[src/rtl/ple_pkg.sv]
package ple_pkg;

    localparam int unsigned LUT_K   = 4;
    localparam int unsigned NUM_FF  = 2;
    localparam int unsigned TT_W    = 1 << LUT_K;
    localparam int unsigned HALF_W  = TT_W / 2;

    typedef enum logic [1:0] {
        MODE_FULL4  = 2'b00,
        MODE_SPLIT3 = 2'b01,
        MODE_SHIFT  = 2'b10,
        MODE_ALT4   = 2'b11
    } cell_mode_e;

    typedef struct packed {
        logic                 full;
        logic [NUM_FF-1:0]    half;
    } lut_res_t;

    function automatic logic uses_full(cell_mode_e m);
        return (m == MODE_FULL4) || (m == MODE_ALT4);
    endfunction

endpackage

[src/rtl/ple_frac_lut.sv]
module ple_frac_lut
    import ple_pkg::*;
#(
    parameter int unsigned K = LUT_K
) (
    input  logic [(1<<K)-1:0] tt,
    input  logic [K-1:0]      sel,
    output lut_res_t          res
);
    localparam int unsigned TW = 1 << K;
    localparam int unsigned HW = TW / 2;

    logic [HW-1:0] half_tt [NUM_FF];

    assign res.full = tt[sel];

    for (genvar h = 0; h < NUM_FF; h++) begin : g_half
        assign half_tt[h]  = tt[h*HW +: HW];
        assign res.half[h] = half_tt[h][sel[K-2:0]];
    end

endmodule

[src/rtl/ple_ff_pair.sv]
module ple_ff_pair
    import ple_pkg::*;
(
    input  logic              clk,
    input  logic              rst,
    input  logic              test_en,
    input  logic              scan_in,
    input  cell_mode_e        mode,
    input  lut_res_t          lut,
    input  logic              ser_in,
    output logic [NUM_FF-1:0] q
);
    logic [NUM_FF-1:0] d;

    always_comb begin
        if (test_en) begin
            d = {q[0], scan_in};
        end else begin
            case (mode)
                MODE_SPLIT3: d = lut.half;
                MODE_SHIFT:  d = {q[0], ser_in};
                default:     d = {1'b0, lut.full};
            endcase
        end
    end

    always_ff @(posedge clk) begin
        if (rst) q <= '0;
        else     q <= d;
    end

endmodule

[src/rtl/ple_out_sel.sv]
module ple_out_sel
    import ple_pkg::*;
(
    input  cell_mode_e        mode,
    input  lut_res_t          lut,
    input  logic              ser_in,
    input  logic [NUM_FF-1:0] q,
    input  logic [NUM_FF-1:0] oreg,
    output logic [NUM_FF-1:0] out
);
    logic [NUM_FF-1:0] comb_v;

    always_comb begin
        if (uses_full(mode)) begin
            comb_v = {1'b0, lut.full};
        end else if (mode == MODE_SPLIT3) begin
            comb_v = lut.half;
        end else begin
            comb_v = {q[0], ser_in};
        end
    end

    for (genvar i = 0; i < NUM_FF; i++) begin : g_out
        assign out[i] = oreg[i] ? q[i] : comb_v[i];
    end

endmodule

[src/rtl/ple_cell.sv]
module ple_cell
    import ple_pkg::*;
(
    input  logic                clk,
    input  logic                rst,
    input  logic [TT_W-1:0]     cfg_truth,
    input  logic [1:0]          cfg_mode,
    input  logic [NUM_FF-1:0]   cfg_oreg,
    input  logic [LUT_K-1:0]    lut_in,
    input  logic                test_en,
    input  logic                scan_in,
    output logic                scan_out,
    output logic [NUM_FF-1:0]   out_o
);
    cell_mode_e        mode;
    lut_res_t          lut_v;
    logic [NUM_FF-1:0] ff_q;

    assign mode = cell_mode_e'(cfg_mode);

    ple_frac_lut #(.K(LUT_K)) u_lut (
        .tt  (cfg_truth),
        .sel (lut_in),
        .res (lut_v)
    );

    ple_ff_pair u_ffs (
        .clk     (clk),
        .rst     (rst),
        .test_en (test_en),
        .scan_in (scan_in),
        .mode    (mode),
        .lut     (lut_v),
        .ser_in  (lut_in[0]),
        .q       (ff_q)
    );

    ple_out_sel u_osel (
        .mode   (mode),
        .lut    (lut_v),
        .ser_in (lut_in[0]),
        .q      (ff_q),
        .oreg   (cfg_oreg),
        .out    (out_o)
    );

    assign scan_out = ff_q[NUM_FF-1];

endmodule

[config.mk]
export PLATFORM = sky130hd
export DESIGN_NAME = ple_cell
export DESIGN_NICKNAME = d
export VERILOG_FILES = /design/src/rtl/ple_pkg.sv /design/src/rtl/ple_frac_lut.sv /design/src/rtl/ple_ff_pair.sv /design/src/rtl/ple_out_sel.sv /design/src/rtl/ple_cell.sv
export SDC_FILE = /design/constraint.sdc
export NUM_CORES = 1
export LEC_CHECK = 0
export ABC_CLOCK_PERIOD_IN_PS = 1350
export BUFFER_PORTS_ARGS = -buffer_cell sky130_fd_sc_hd__buf_2
export CORE_AREA = 2 2 39 41
export DETAILED_ROUTE_END_ITERATION = 10
export DIE_AREA = 0 0 41 43
export SLEW_MARGIN = 20
export SYNTH_ARGS = -nofsm -noshare
export SYNTH_HDL_FRONTEND = slang
export SYNTH_SLANG_ARGS = --single-unit
[constraint.sdc]
create_clock -name clk -period 1.35 [get_ports clk]
set_input_delay 0.135 -clock clk [delete_from_list [all_inputs] [get_ports clk]]
set_output_delay 0.135 -clock clk [all_outputs]
set_load 0.01 [all_outputs]
* Yosys cells after proc, flatten, opt, wreduce, memory -nomap -nowiden
Cells that the tools add are included.
W data, S select, Z words.
** Cells by class
- $add $sub $neg :: 0
- Multiply operators :: 0
- Divide/modulo/power cells :: 0
- Order comparisons :: 2
- Eq/ne operators :: 3
- Shifts and indexed selects :: 0
- Multiplexer cells :: 12
- Bitwise operators :: 0
- Reduce and logical (&&, ||, !) cells :: 2
** Operators with widths (number)
- $bmux W1 S3 :: 2
- $mux W2 :: 3
- $lt A4 B5 Y1 const B :: 1
- $mux W1 :: 5
- $bmux W1 S4 :: 1
- $eq A2 B2 Y1 const B :: 2
- $lt A3 B4 Y1 const B :: 1
- $pmux W2 S2 :: 1
- $eq A2 B1 Y1 const B :: 1
- $logic_not A2 Y1 :: 1
- $logic_or A1 B1 Y1 :: 1
** Word-level totals
- Register bits after elaboration :: 2
- Bits in latches :: 0
- RAM bits :: 0
- Bits in read-only memories :: 0
- Input port bits :: 28
- Output and inout bits :: 3
- Word-level logic and storage cells :: 20
- Memories kept :: 0

* Longest topological paths before layout
- Depth in word-level cells :: 5
- Gate-level depth with buffers :: 6
- Gate-level depth less buffers :: 6

* By module
From an unflattened synthesis, not the netlist that was laid out.
** Unflattened totals
- Cell total of the unflattened synthesis :: 32
- Area total of the unflattened synthesis :: 344.1 µm²
** By module, submodules not included
- ple_frac_lut :: instances 1, cells each 7, area each 138.9 µm², seq. area each 0.0 µm²
- ple_ff_pair :: instances 1, cells each 15, area each 132.6 µm², seq. area each 40.0 µm²
- ple_out_sel :: instances 1, cells each 10, area each 72.6 µm², seq. area each 0.0 µm²

* Worst setup path before layout
OpenSTA, ideal clock, no wires.
- Path type :: input port to output port
- From :: input lut_in[0]
- To :: output out_o[0]
- Data arrival time :: 1.236 ns
- Data required time :: 1.215 ns
- Setup slack :: -0.021 ns
- Stages on the path :: 5
- Buffers on the path :: 1
- Path through :: buf_6 mux4_2 mux2i_4 a32oi_1 o21a_1
** Between the ends
- Word-level cells in the longest chain between the ends :: 5
- Elaborated cells between the ends (all ways) :: 7
- Classes of those cells :: mux: 7
** RTL lines
- start: declaration :: line ple_cell.sv:9 : input logic [LUT_K-1:0] lut_in,
- $bmux W1 S3 :: line ple_frac_lut.sv:19 : assign res.half[h] = half_tt[h][sel[K-2:0]];
- $mux W1 (not written as such) :: line ple_frac_lut.sv:19
- $mux W2 :: line ple_out_sel.sv:16 : end else if (mode == MODE_SPLIT3) begin
- $mux W2 * :: line ple_out_sel.sv:14 : if (uses_full(mode)) begin
- $mux W1 * :: line ple_out_sel.sv:24 : assign out[i] = oreg[i] ? q[i] : comb_v[i];
- end: declaration :: line ple_cell.sv:13 : output logic [NUM_FF-1:0] out_o
Mark *: on every way between the ends. The rest lies on a longest branch, timed or not. The select of a mux whose other input is x is not followed.

* Final worst setup path
Ends and elaborated chain as after synthesis.

==> run_summary.xml <==
<?xml version="1.0" encoding="UTF-8"?>
<metrics>
  <group name="floorplanning">
    <metric name="fp.dieW" unit="um">41</metric>
    <metric name="design.portCount" unit="">31</metric>
    <metric name="design.die.area" unit="um2">1760</metric>
    <metric name="core_area" unit="um2">1380</metric>
    <metric name="chipHeight" unit="um">43</metric>
    <metric name="floorplan.initialDensity" unit="">0.252</metric>
    <metric name="placement_rows" unit="">14</metric>
  </group>
  <group name="setup_path">
    <metric name="cp.required" unit="ps">1220</metric>
    <metric name="critPathLaunchType" unit="">input port</metric>
    <metric name="crit_slowest_cell" unit="">sky130_fd_sc_hd__mux4_2</metric>
    <metric name="critical_path.cell_chain" unit="">buf_8, mux4_2, mux2i_4, a32oi_1, o21a_1, buf_2</metric>
    <metric name="worst-path-max-fanout" unit="">5</metric>
    <metric name="worst_setup_path_end_kind" unit="">output port</metric>
    <metric name="critPathTopFamily" unit="">multiplexers</metric>
    <metric name="worst_ep_arrival_time" unit="ps">1370</metric>
    <metric name="worst-setup-path-type" unit="">input port to output port</metric>
    <metric name="cpPeakStageDelay" unit="ps">520</metric>
    <metric name="path_buf_inv" unit="">2</metric>
  </group>
  <group name="finish">
    <metric name="max_flop_register" unit="">u_ffs.q</metric>
    <metric name="syn_to_final_growth" unit="%">63.4</metric>
    <metric name="registers_with_the_most_flip_flops" unit="">u_ffs.q (2)</metric>
    <metric name="drive_above_1_share" unit="">0.563</metric>
    <metric name="layout.filler_cells" unit="">153</metric>
    <metric name="design.final.nets" unit="">103</metric>
    <metric name="largest_reg_flops" unit="">2</metric>
    <metric name="insertedDiodeCount" unit="">0</metric>
    <metric name="layout.cells.non_filler" unit="">87</metric>
  </group>
  <group name="drt">
    <metric name="met3WireLength" unit="um">83</metric>
    <metric name="dr.pass1.iters" unit="">1</metric>
    <metric name="route.detailed.drc" unit="">0</metric>
    <metric name="highest_layer" unit="">met4</metric>
    <metric name="vias_per_cell" unit="">4.69</metric>
    <metric name="initialDrtViolationCount" unit="">0</metric>
    <metric name="vias" unit="">408</metric>
    <metric name="totalWireLength" unit="um">877</metric>
    <metric name="drt.antenna.violating_nets" unit="">0</metric>
    <metric name="met2RoutedLength" unit="um">448</metric>
    <metric name="post_drt_wl_per_cell" unit="um">10.1</metric>
    <metric name="route.layer.met1.wl" unit="um">326</metric>
  </group>
  <group name="placement">
    <metric name="finalWeightedCongestion" unit="">0.689</metric>
    <metric name="dp_cells" unit="">84</metric>
    <metric name="buffer_ports.inserted" unit="">30</metric>
    <metric name="dp.final_hpwl" unit="um">803</metric>
    <metric name="setup_slack_at_placement" unit="ps">-255</metric>
  </group>
  <group name="cts">
    <metric name="cts_setup_buffers" unit="">0</metric>
    <metric name="cts_root_buf" unit="">sky130_fd_sc_hd__clkbuf_4</metric>
    <metric name="cts_sinks" unit="">2</metric>
    <metric name="maximum_number_of_buffers_from_clock_root_to_sink" unit="">2</metric>
    <metric name="cts_max_level" unit="">1</metric>
    <metric name="tritoncts" unit="">done</metric>
    <metric name="clock_latency" unit="ps">230</metric>
    <metric name="number_of_cts_inserted_buffers" unit="">3</metric>
    <metric name="clk_pin_slew" unit="ps">30</metric>
    <metric name="cts_hold_buf" unit="">0</metric>
  </group>
  <group name="grt">
    <metric name="grt_usage" unit="">0.115</metric>
    <metric name="grt_first_pass_wirelength" unit="um">1380</metric>
    <metric name="grt_max_degree" unit="">7</metric>
    <metric name="antenna_found_initial" unit="">0</metric>
    <metric name="first_global_vias" unit="">368</metric>
    <metric name="grt_overflow" unit="">0</metric>
  </group>
  <group name="hold_path">
    <metric name="hp-class" unit="">input port to flip-flop</metric>
  </group>
  <group name="sta">
    <metric name="finalSetupViolations" unit="">2</metric>
    <metric name="fin_tns_setup" unit="ps">-265</metric>
    <metric name="timing.final.max_slew_violations" unit="">0</metric>
    <metric name="fin_crit_sh" unit="">1.11</metric>
    <metric name="min_period" unit="ps">1500</metric>
    <metric name="hold_slack" unit="ps">103</metric>
    <metric name="clock_skew" unit="ps">6.94</metric>
    <metric name="fmax" unit="MHz">664</metric>
    <metric name="final-hold-violation-count" unit="">0</metric>
    <metric name="worstMarginPinSlew" unit="ps">325</metric>
    <metric name="grt_setup_unrepaired" unit="">yes</metric>
    <metric name="final.setup.worst_slack" unit="ps">-155</metric>
    <metric name="worst_slew_margin_rel" unit="">0.783</metric>
  </group>
  <group name="power_and_ir_drop">
    <metric name="powerDensity" unit="nW/um2">627</metric>
    <metric name="p_leak" unit="uW">0.000294</metric>
    <metric name="power.ir.vdd_worst" unit="mV">0.555</metric>
  </group>
  <group name="synthesis">
    <metric name="netlist.area_leader.share" unit="">0.151</metric>
    <metric name="ys_async_sr_fraction" unit="">0</metric>
    <metric name="share_of_synthesized_area_occupied_by_flip_flops_and_latches" unit="">0.115</metric>
    <metric name="ys_types" unit="">24</metric>
    <metric name="number_of_instances_in_the_synthesized_netlist" unit="">35</metric>
    <metric name="synth_top_cell_by_area" unit="">sky130_fd_sc_hd__mux4_1</metric>
    <metric name="avgSynthCellArea" unit="um2">9.97</metric>
    <metric name="mappedNetlistNets" unit="">65</metric>
    <metric name="synth_ff_type" unit="">sky130_fd_sc_hd__dfxtp_1</metric>
    <metric name="synth_area" unit="um2">349</metric>
    <metric name="yosysWarnings" unit="">0</metric>
    <metric name="postSynthRegisterBits" unit="">2</metric>
    <metric name="synth_edf_count" unit="">0</metric>
    <metric name="synth.top_cells.by_area" unit="">sky130_fd_sc_hd__mux4_1 15%, sky130_fd_sc_hd__mux4_2 13%, sky130_fd_sc_hd__dfxtp_1 11%</metric>
  </group>
  <group name="run">
    <metric name="max_cap_violations" unit="">0</metric>
  </group>
  <group name="status">
    <metric name="failed_checks" unit="">setup timing</metric>
    <metric name="run_status" unit="">finished, violations left</metric>
  </group>
</metrics>
==> metal layers <==
metal / track usage / vias to the layer above
li1: - / 212
met1: 0.128 / 180
met2: 0.181 / 14
met3: 0.0419 / 2
met4: 0.0600 / 0
met5: 0 / -
==> cells in the mapped netlist (2+ instances only) <==
| library cell | count |
|---|---|
| sky130_fd_sc_hd__mux4_1 | 2 |
| sky130_fd_sc_hd__mux4_2 | 2 |
| sky130_fd_sc_hd__inv_1 | 4 |
| sky130_fd_sc_hd__ha_1 | 2 |
| sky130_fd_sc_hd__nor2_1 | 2 |
| sky130_fd_sc_hd__nor2b_1 | 2 |
| sky130_fd_sc_hd__o21ai_0 | 3 |
| sky130_fd_sc_hd__dfxtp_1 | 2 |
==> what timing repair did <==
item | in CTS | in global routing
pin swaps | 1 | 0
gates resized for setup | 3 | 0
setup endpoints to repair | 2 | 2
hold endpoints to repair | 0 | 0
==> stage by stage <==
| step | utilization | total power (uW) | area [um2] |
|---|---|---|---|
| global placement | 0.389 | 222 | 538 |
| finish | 0.412 | 358 | 571 |
| global route | 0.412 | 392 | 571 |
| CTS | 0.412 | 369 | 571 |
| detailed placement | 0.389 | 224 | 538 |
| floorplan | - | 153 | 349 |
==> logic make-up after synthesis <==
group | synth area share
buffers and inverters | 0.0753
adders and majority gates | 0.0717
DFF | 0.115
muxes | 0.373
and+or+nand+nor | 0.118
AOI/OAI and AO/OA | 0.247
==> area by class of cell <==
class | count | area, um2 | area share
multi-input combinational | 28 | 283 | 0.496
sequential | 2 | 40.0 | 0.0702
clock buffer | 3 | 22.5 | 0.0395
inverter | 4 | 15.0 | 0.0263
tap | 16 | 20.0 | 0.0351
timing repair buffer | 34 | 190 | 0.333
==> report_power, final <==
group / total (uW) / internal [uW] / switching, uW
sequential: 66.3 / 63.8 / 2.45
clock: 134 / 98.2 / 35.4
combinational: 158 / 94.4 / 63.3
==> worst paths after layout <==
path                                         endpoint  slack (ps)                   from  cells after the start
worst max-delay path                         out_o[0]        -150              lut_in[0]                      6
worst min-delay path            u_ffs.q[1]$_SDFF_PP0_         100                    rst                      2
worst max register to register  u_ffs.q[1]$_SDFF_PP0_         700  u_ffs.q[0]$_SDFF_PP0_                      2
worst min register to register  u_ffs.q[1]$_SDFF_PP0_         510  u_ffs.q[0]$_SDFF_PP0_                      2
==> placed cells by master (no fill, tap or decap), drive strengths merged <==
cell type,n
a2111oi,1
a21o,1
nor3,1
or3,1
a21oi,1
a22oi,1
a21boi,1
mux4,4
nor2,2
o32ai,1
a32oi,1
o21ai,3
mux2i,2
nor2b,2
nand2,1
o2bb2ai,1
ha,2
dfxtp,2
buf,34
o21a,1
clkbuf,3
inv,4
nand2b,1
Power figures use the tool's default switching activity.
